`config.mk`:
```
export PLATFORM = sky130hd
export DESIGN_NAME = sclk_gate_ctrl
export DESIGN_NICKNAME = d
export VERILOG_FILES = /design/src/rtl/sclk_pkg.sv /design/src/rtl/sclk_cfg_hold.sv /design/src/rtl/sclk_stop_ctrl.sv /design/src/rtl/sclk_div_core.sv /design/src/rtl/sclk_gate_ctrl.sv
export SDC_FILE = /design/constraint.sdc
export NUM_CORES = 1
export LEC_CHECK = 0
export BUFFER_PORTS_ARGS = -buffer_cell sky130_fd_sc_hd__buf_4
export CAP_MARGIN = 10
export CORE_UTILIZATION = 30
export CTS_CLUSTER_DIAMETER = 150
export DETAILED_ROUTE_END_ITERATION = 16
export PLACE_DENSITY_LB_ADDON = 0.3
export SETUP_SLACK_MARGIN = 0.05
export SLEW_MARGIN = 20
export SYNTH_ARGS = -nofsm -noshare
export SYNTH_HDL_FRONTEND = slang
export SYNTH_SLANG_ARGS = --single-unit
```
`constraint.sdc`:
```
create_clock -name clk_ref -period 1.7 [get_ports clk_ref]
set_input_delay 0 -clock clk_ref [delete_from_list [all_inputs] [get_ports clk_ref]]
set_output_delay 0 -clock clk_ref [all_outputs]
set_load 0.02 [all_outputs]
```
`src/rtl/sclk_pkg.sv`:
```
package sclk_pkg;
   typedef enum logic {
      ST_HALT = 1'b0,
      ST_RUN  = 1'b1
   } sclk_state_e;
endpackage

```
`src/rtl/sclk_cfg_hold.sv`:
```
module sclk_cfg_hold #(
   parameter int DIV_W = 2
) (
   input  logic             clk_ref,
   input  logic             rst_n,
   input  logic             load,
   input  logic [DIV_W-1:0] div_in,
   input  logic             ph_in,
   output logic [DIV_W-1:0] div_q,
   output logic             ph_q
);
   always_ff @(posedge clk_ref or negedge rst_n) begin
      if (!rst_n) begin
         div_q <= '0;
         ph_q  <= 1'b0;
      end else if (load) begin
         div_q <= div_in;
         ph_q  <= ph_in;
      end
   end
endmodule

```
`src/rtl/sclk_stop_ctrl.sv`:
```
module sclk_stop_ctrl
   import sclk_pkg::*;
(
   input  logic clk_ref,
   input  logic rst_n,
   input  logic run_en,
   input  logic boot_en,
   input  logic bus_busy,
   input  logic eng_busy,
   input  logic period_end,
   output logic run,
   output logic start,
   output logic halted,
   output logic idle
);
   sclk_state_e state_q;
   logic        en_any;
   logic        stop;

   assign en_any = run_en | boot_en;
   assign start  = (state_q == ST_HALT) & en_any;
   assign stop   = (state_q == ST_RUN) & ~en_any & ~bus_busy & period_end;
   assign run    = (state_q == ST_RUN);
   assign halted = (state_q == ST_HALT);

   always_ff @(posedge clk_ref or negedge rst_n) begin
      if (!rst_n) begin
         state_q <= ST_HALT;
         idle    <= 1'b1;
      end else begin
         idle <= ~eng_busy;
         if (start)
            state_q <= ST_RUN;
         else if (stop)
            state_q <= ST_HALT;
      end
   end

   AST_HALT_NEEDS_QUIET: assert property (@(posedge clk_ref) disable iff (!rst_n)
      $rose(halted) |-> $past(!run_en && !boot_en && !bus_busy)) else $error("halt too early");
   AST_RUN_WHILE_EN: assert property (@(posedge clk_ref) disable iff (!rst_n)
      (run && (run_en || boot_en)) |=> run) else $error("stopped while enabled");
   AST_IDLE_FOLLOWS: assert property (@(posedge clk_ref) disable iff (!rst_n)
      eng_busy |=> !idle) else $error("idle while busy");
endmodule

```
`src/rtl/sclk_div_core.sv`:
```
module sclk_div_core #(
   parameter int DIV_W = 2
) (
   input  logic             clk_ref,
   input  logic             rst_n,
   input  logic             run,
   input  logic             start,
   input  logic [DIV_W-1:0] cfg_div,
   input  logic             cfg_ph,
   output logic             sclk_out,
   output logic             period_end
);
   localparam int MAX_CODE = (1 << DIV_W) - 1;
   localparam int MAX_HALF = 1 << (MAX_CODE - 1);
   localparam int CNT_W    = (MAX_HALF > 1) ? $clog2(MAX_HALF) : 1;

   generate
      if (DIV_W < 1 || DIV_W > 4) begin : g_bad_width
         $error("sclk_div_core: DIV_W must be 1..4");
      end
   endgenerate

   logic [CNT_W-1:0] cnt_q;
   logic [CNT_W-1:0] half_m1;
   logic [CNT_W-1:0] start_val;
   logic             div_q;
   logic             gate_q;
   logic             bypass;

   assign bypass = (cfg_div == '0);

   always_comb begin
      half_m1   = '0;
      start_val = '0;
      for (int i = 1; i <= MAX_CODE; i++) begin
         if (cfg_div == DIV_W'(i)) begin
            half_m1 = CNT_W'((1 << (i - 1)) - 1);
            if (cfg_ph && i >= 2)
               start_val = CNT_W'(1 << (i - 2));
         end
      end
   end

   always_ff @(posedge clk_ref or negedge rst_n) begin
      if (!rst_n) begin
         cnt_q <= '0;
         div_q <= 1'b0;
      end else if (start) begin
         cnt_q <= start_val;
         div_q <= 1'b0;
      end else if (run && !bypass) begin
         if (cnt_q == half_m1) begin
            cnt_q <= '0;
            div_q <= ~div_q;
         end else begin
            cnt_q <= cnt_q + 1'b1;
         end
      end else if (!run) begin
         cnt_q <= '0;
         div_q <= 1'b0;
      end
   end

   always_ff @(negedge clk_ref or negedge rst_n) begin
      if (!rst_n)
         gate_q <= 1'b0;
      else
         gate_q <= run & bypass;
   end

   assign period_end = bypass | (div_q & (cnt_q == half_m1));
   assign sclk_out   = bypass ? (clk_ref & gate_q) : div_q;

   AST_HALT_OUT_LOW: assert property (@(posedge clk_ref) disable iff (!rst_n)
      !run |-> !div_q) else $error("divided clock high while halted");
   AST_CNT_BOUND: assert property (@(posedge clk_ref) disable iff (!rst_n)
      (run && !bypass) |-> (cnt_q <= half_m1)) else $error("counter beyond half period");
endmodule

```
`src/rtl/sclk_gate_ctrl.sv`:
```
module sclk_gate_ctrl #(
   parameter int DIV_W = 2
) (
   input  logic             clk_ref,
   input  logic             rst_n,
   input  logic             run_en,
   input  logic             boot_en,
   input  logic [DIV_W-1:0] div_sel,
   input  logic             phase_sel,
   input  logic             eng_busy,
   input  logic             bus_busy,
   output logic             sclk_out,
   output logic             clk_halted,
   output logic             eng_idle
);
   logic             run;
   logic             start;
   logic             period_end;
   logic [DIV_W-1:0] cfg_div;
   logic             cfg_ph;

   sclk_stop_ctrl u_ctrl (
      .clk_ref    (clk_ref),
      .rst_n      (rst_n),
      .run_en     (run_en),
      .boot_en    (boot_en),
      .bus_busy   (bus_busy),
      .eng_busy   (eng_busy),
      .period_end (period_end),
      .run        (run),
      .start      (start),
      .halted     (clk_halted),
      .idle       (eng_idle)
   );

   sclk_cfg_hold #(.DIV_W(DIV_W)) u_cfg (
      .clk_ref (clk_ref),
      .rst_n   (rst_n),
      .load    (clk_halted & ~start),
      .div_in  (div_sel),
      .ph_in   (phase_sel),
      .div_q   (cfg_div),
      .ph_q    (cfg_ph)
   );

   sclk_div_core #(.DIV_W(DIV_W)) u_div (
      .clk_ref    (clk_ref),
      .rst_n      (rst_n),
      .run        (run),
      .start      (start),
      .cfg_div    (cfg_div),
      .cfg_ph     (cfg_ph),
      .sclk_out   (sclk_out),
      .period_end (period_end)
   );

   AST_CFG_FROZEN: assert property (@(posedge clk_ref) disable iff (!rst_n)
      (run && $past(run)) |-> ($stable(cfg_div) && $stable(cfg_ph))) else $error("config moved while running");
endmodule

```
==> results of run 1 <==
## how the worst max path moves through the flow
stage	slack, ps	to	cells past startpoint	from
final	-200	sclk_out	3	u_div.gate_q
after global routing	-260	sclk_out	3	u_div.gate_q
after CTS	-210	sclk_out	3	u_div.gate_q
after detailed placement	180	u_div.gate_q	2	u_ctrl.run
after global placement	190	u_div.gate_q	2	u_ctrl.run
after floorplan	60	u_div.gate_q	2	u_ctrl.run
## cell families (layout without fill, tap and decap cells)
logic type | after synthesis | count (layout) | share of synthesized area
AND/OR/NAND/NOR | 16 | 16 | 0.238
flip-flops | 9 | 9 | 0.463
AO/OA/AOI/OAI | 11 | 11 | 0.159
multiplexers | 3 | 3 | 0.0690
buffers and inverters | 6 | 31 | 0.0716
## power by group
part | internal [µW] | switching (µW) | leakage [µW] | total (µW)
clock network | 198 | 130 | 0.0000362 | 329
logic | 223 | 166 | 0.000165 | 389
registers | 303 | 91.7 | 0.000106 | 395
total | 725 | 388 | 0.000307 | 1110
## placed cells by master (no fill, tap or decap), types with 2 or more instances in the layout
master	count
dlygate4sd3_1	7
inv_1	2
buf_4	14
a21oi_1	2
nand4_1	2
nor2_1	2
mux2_2	3
nand3b_1	3
nor3_1	2
clkbuf_4	6
o31ai_1	2
dfrtp_1	7
## worst min-delay path, stage by stage
cell    delay [ps]
buf_4          100
nor3_2          60
mux2_2         210
## flip-flops by register name (all words and copies together), names as in the netlist
register,count
u_cfg.div_q,2
u_div.cnt_q,2
u_cfg.ph_q,1
u_ctrl.idle,1
u_ctrl.run,1
u_div.div_q,1
u_div.gate_q,1
## repair_timing
action | in CTS | in global routing
gates cloned | 0 | 0
hold buffers | 7 | 0
gates resized for setup | 1 | 0
endpoints found under the setup margin | 2 | 2
endpoints found under the hold margin | 12 | 0
## per-stage QoR
step	setup slack (ps)	hold slack [ps]	instance area [µm²]	total power (µW)	instances
2_1_floorplan	62.1	-296	489	727	45
3_3_place_gp	191	-166	591	844	72
3_5_place_dp	177	-169	591	839	72
4_1_cts	-214	38.6	709	1130	86
5_1_grt	-262	35.1	709	1210	86
6_report	-196	44.9	709	1110	86
## layout make-up
type | count | share of cell area
multi-input combinational | 30 | 0.321
sequential | 9 | 0.319
timing repair buffer | 20 | 0.236
clock buffer | 8 | 0.0794
tap | 16 | 0.0282
inverter | 3 | 0.0159
## layer usage
metal	wire length (µm)	up-vias
met4	0	0
met2	479	11
li1	-	225
met1	452	194
met3	54	0
met5	0	-
==> impl_metrics.py, run 1 <==
metrics = {
    "status": {
        "status": "finished with violations",
        "violations": "setup timing",
    },
    "grt": {
        "grt_use_met2": 0.191,
        "grt_pass1_wl_um": 1730,
        "antenna_found_initial": 0,
        "grt_use_met1": 0.151,
        "track_usage": 0.135,
        "grt_pass1_vias": 428,
        "grt_max_degree": 10,
        "grt_busiest_layer": "met2",
        "overflow": 0,
        "grt_util_met3": 0.0733,
    },
    "synthesis": {
        "synth_top_cell_by_area": "dfrtp_1",
        "ys_seq_area_frac": 0.463,
        "syn_area_um2": 489,
        "synthArstFlopShare": 1.00,
        "synth_warnings": 0,
        "netlist.area_leader.share": 0.358,
        "synthDistinctLibCells": 27,
        "synth_edf_count": 0,
        "ys_top_cells_by_count": "7 x dfrtp_1, 3 x inv_1, 3 x mux2_2, 3 x nand3b_1",
        "netlist_top_cells_area": "dfrtp_1 36%, mux2_2 6.9%, dfstp_2 5.4%",
        "avgSynthCellArea_um2": 10.9,
        "synthFlopType": "dfrtp_1",
        "syn_inst": 45,
        "ys_ff_latch": 9,
        "synth_most_common_cell": "dfrtp_1",
        "synth.net_count": 54,
    },
    "drt": {
        "wl_um": 987,
        "viasPerCell": 5.00,
        "drt_iter0_drc": 9,
        "routedWlPerCell_um": 11.5,
        "drc_errors": 0,
        "drtAntennaViolNets": 0,
        "via_count": 430,
        "firstDrtPassIters": 5,
    },
    "worst_setup_path": {
        "cp_max_fo": 1,
        "startpoint_type": "flip-flop",
        "cp_cell_sequence": "nand3_1, o21ai_1, buf_4",
        "crit_family": "flip-flops",
        "worst-path-buf-inv": 1,
        "ff2ff_setup_slack_ps": 200,
        "cp.required_ps": 1700,
        "end_kind": "output port",
        "cpMaxStageDelayCell": "dfrtn_1",
        "arrival_ps": 1900,
        "rr_worst_depth": 2,
        "max_stage_delay_ps": 380,
        "critPathKind": "reg2out",
        "r2r_end": "u_div.gate_q",
        "r2r-start": "u_ctrl.run",
    },
    "timing": {
        "fin_tns_setup_ps": -196,
        "final_hold_viol_count": 0,
        "slew_viol_final": 0,
        "finalSetupViolations": 2,
        "relSlewSlack": 0.760,
        "setup_slack_ps": -196,
        "tightest_slew_ps": 358,
        "skew_ps": 24.8,
        "rsz0062_at_grt": "true",
    },
    "power": {
        "p_per_area_nw_per_um2": 1570,
        "p_leak_uw": 0.000307,
        "irDropWorstVdd_v": 0.000654,
    },
    "cells_and_area": {
        "fillerInstances": 148,
        "register_area_um2": 226,
        "nets": 80,
        "utilization": 0.471,
        "multi_input_comb_area_um2": 228,
        "syn_to_final_growth_pct": 45.0,
        "layout-drive-gt1-share": 0.400,
        "n_antenna_cell": 0,
    },
    "floorplan": {
        "die_area_um2": 1800,
        "initial_utilization": 0.325,
        "die_h_um": 42.4,
        "die_x_um": 42.4,
        "core_um2": 1510,
        "io_pins": 12,
        "rows": 14,
    },
    "min_path": {
        "hold_depth": 3,
        "min_to": "u_cfg.div_q[1]",
        "worstHoldStart": "run_en",
        "holdCritPathClass": "in2reg",
    },
    "clocking": {
        "cts_tree": "done",
        "clock_latency_ps": 380,
        "clk_pin_slew_ps": 60,
        "post_cts_buffers": 0,
    },
    "run": {
        "cap_violations": 0,
    },
    "place": {
        "gp_congestion": 0.736,
        "port_buffers": 11,
        "hpwl_um": 686,
    },
}
Note: power is estimated with default switching activity, not from simulation.
==> inputs of run 2 (changes only) <==
- CORE_AREA: not set -> 2 2 39 41
- CORE_UTILIZATION: 30 -> not set
- DIE_AREA: not set -> 0 0 41 43
- SKIP_LAST_GASP: not set -> 1
==> impl_metrics.py, run 2 (same netlist as run 1, synthesis figures left out) <==
metrics = {
    "place": {
        "hpwl_um": 677,
        "post-place-ws_ps": 183,
        "port_buffers": 11,
        "gp_congestion": 0.788,
    },
    "drt": {
        "viasPerCell": 5.04,
        "drc_errors": 0,
        "via_count": 428,
        "routedWlPerCell_um": 12.5,
        "drt_iter0_drc": 4,
        "wl_um": 1060,
        "drtAntennaViolNets": 0,
        "firstDrtPassIters": 3,
    },
    "worst_setup_path": {
        "critPathKind": "reg2out",
        "arrival_ps": 1920,
        "cp_cell_sequence": "nand3_1, o21ai_1, buf_4",
        "cp_max_fo": 1,
        "end_kind": "output port",
        "cp.required_ps": 1700,
        "startpoint_type": "flip-flop",
        "max_stage_delay_ps": 390,
        "cpMaxStageDelayCell": "dfrtn_1",
    },
    "cells_and_area": {
        "utilization": 0.506,
        "layout-drive-gt1-share": 0.420,
        "n_antenna_cell": 0,
        "nets": 79,
        "syn_to_final_growth_pct": 43.2,
        "top_regs": "u_cfg.div_q x2, u_div.cnt_q x2",
        "mostFrequentLayoutCells": "14 x buf_4, 7 x dfrtp_1, 6 x clkbuf_4, 6 x dlygate4sd3_1",
        "mostFrequentLayoutCell": "buf_4",
    },
    "timing": {
        "slew_viol_final": 0,
        "setup_slack_ps": -215,
        "relSlewSlack": 0.770,
        "final_hold_viol_count": 0,
        "hold_ws_ps": 30.1,
        "tightest_slew_ps": 342,
        "rsz0062_at_grt": "true",
        "finalSetupViolations": 2,
        "skew_ps": 20.4,
    },
    "grt": {
        "grt_pass1_wl_um": 1730,
        "grt_pass1_vias": 432,
        "antenna_found_initial": 0,
        "overflow": 0,
        "track_usage": 0.165,
        "grt_max_degree": 10,
    },
    "power": {
        "netSwitchingPower_uw": 402,
        "p_total_uw": 1120,
        "seqPwrFrac": 0.352,
        "p_int_uw": 720,
        "power_frac_clock": 0.294,
        "comb_power_share": 0.354,
        "switching_share": 0.359,
        "p_per_area_nw_per_um2": 1600,
        "p_leak_uw": 0.000306,
        "irDropWorstVdd_v": 0.000892,
    },
    "floorplan": {
        "die_area_um2": 1760,
        "die_h_um": 43,
        "die_x_um": 41,
        "rows": 14,
        "io_pins": 12,
        "core_um2": 1380,
        "initial_utilization": 0.354,
    },
    "clocking": {
        "clk_pin_slew_ps": 60,
        "clock_latency_ps": 390,
        "post_cts_buffers": 0,
        "cts_tree": "done",
    },
    "status": {
        "violations": "setup timing",
        "status": "finished with violations",
    },
    "run": {
        "cap_violations": 0,
    },
    "min_path": {
        "holdCritPathClass": "in2reg",
    },
}
-- run 2: cell count changes in the layout (fill, tap and decap cells not counted) --
cell,previous run,this run
dlygate4sd3_1,7,6
clkinv_2,0,1
clkbuf_1,1,0
-- run 2: layout make-up --
type | count | area (µm²)
clock inverters | 1 | 5.00
clock buffers | 7 | 52.6
well taps | 16 | 20.0
flip-flops and latches | 9 | 226
repair buffers | 19 | 158
inverters | 3 | 11.3
fillers | 134 | 683
multi-input cells | 30 | 228
-- run 2: through the flow --
stage                     std cells  cell area, µm²  setup TNS (ps)
after floorplan                  45             489               0
after global placement           72             591               0
after detailed placement         72             591               0
after CTS                        85             701            -220
after global routing             85             701            -296
final                            85             701            -215
-- run 2: repair_timing --
item,CTS,global route
endpoints found under the setup margin,2,2
hold endpoints to repair,12,0
hold buffers,6,0
gates resized for setup,1,0
-- run 2: final timing paths --
check / slack (ps) / start / cells after the start / end
setup / recovery: -220 / u_div.gate_q / 3 / sclk_out
hold / removal: 30 / run_en / 3 / u_cfg.div_q[1]
setup reg to reg: 200 / u_ctrl.run / 2 / u_div.gate_q
hold reg to reg: 510 / u_cfg.ph_q / 1 / u_cfg.ph_q
max in group asynchronous: 820 / rst_n / 3 / u_cfg.div_q[0]
min in group asynchronous: 130 / rst_n / 2 / u_ctrl.idle
-- run 2: critical path: cells and delay by family, from the launching register on --
kind                   cells  cell delay, ps
AO/OA/AOI/OAI              1              80
buffers and inverters      1             160
AND/OR/NAND/NOR            1              60
flip-flops                 1             390
-- run 2: routing by layer --
| metal | vias to the layer above | routed length, µm | GRT usage |
|---|---|---|---|
| met1 | 194 | 509 | 0.188 |
| met4 | 0 | 10 | 0.107 |
| li1 | 223 | - | - |
| met2 | 9 | 485 | 0.200 |
| met3 | 2 | 58 | 0.136 |
| met5 | - | 0 | 0 |
-- run 2: power groups by stage --
stage / clock network (µW) / registers, µW / logic (µW)
after floorplan: 36.1 / 356 / 335
final: 330 / 395 / 397
after global routing: 364 / 411 / 443
after detailed placement: 62.5 / 398 / 384
after global placement: 62.5 / 396 / 378
after CTS: 345 / 394 / 398
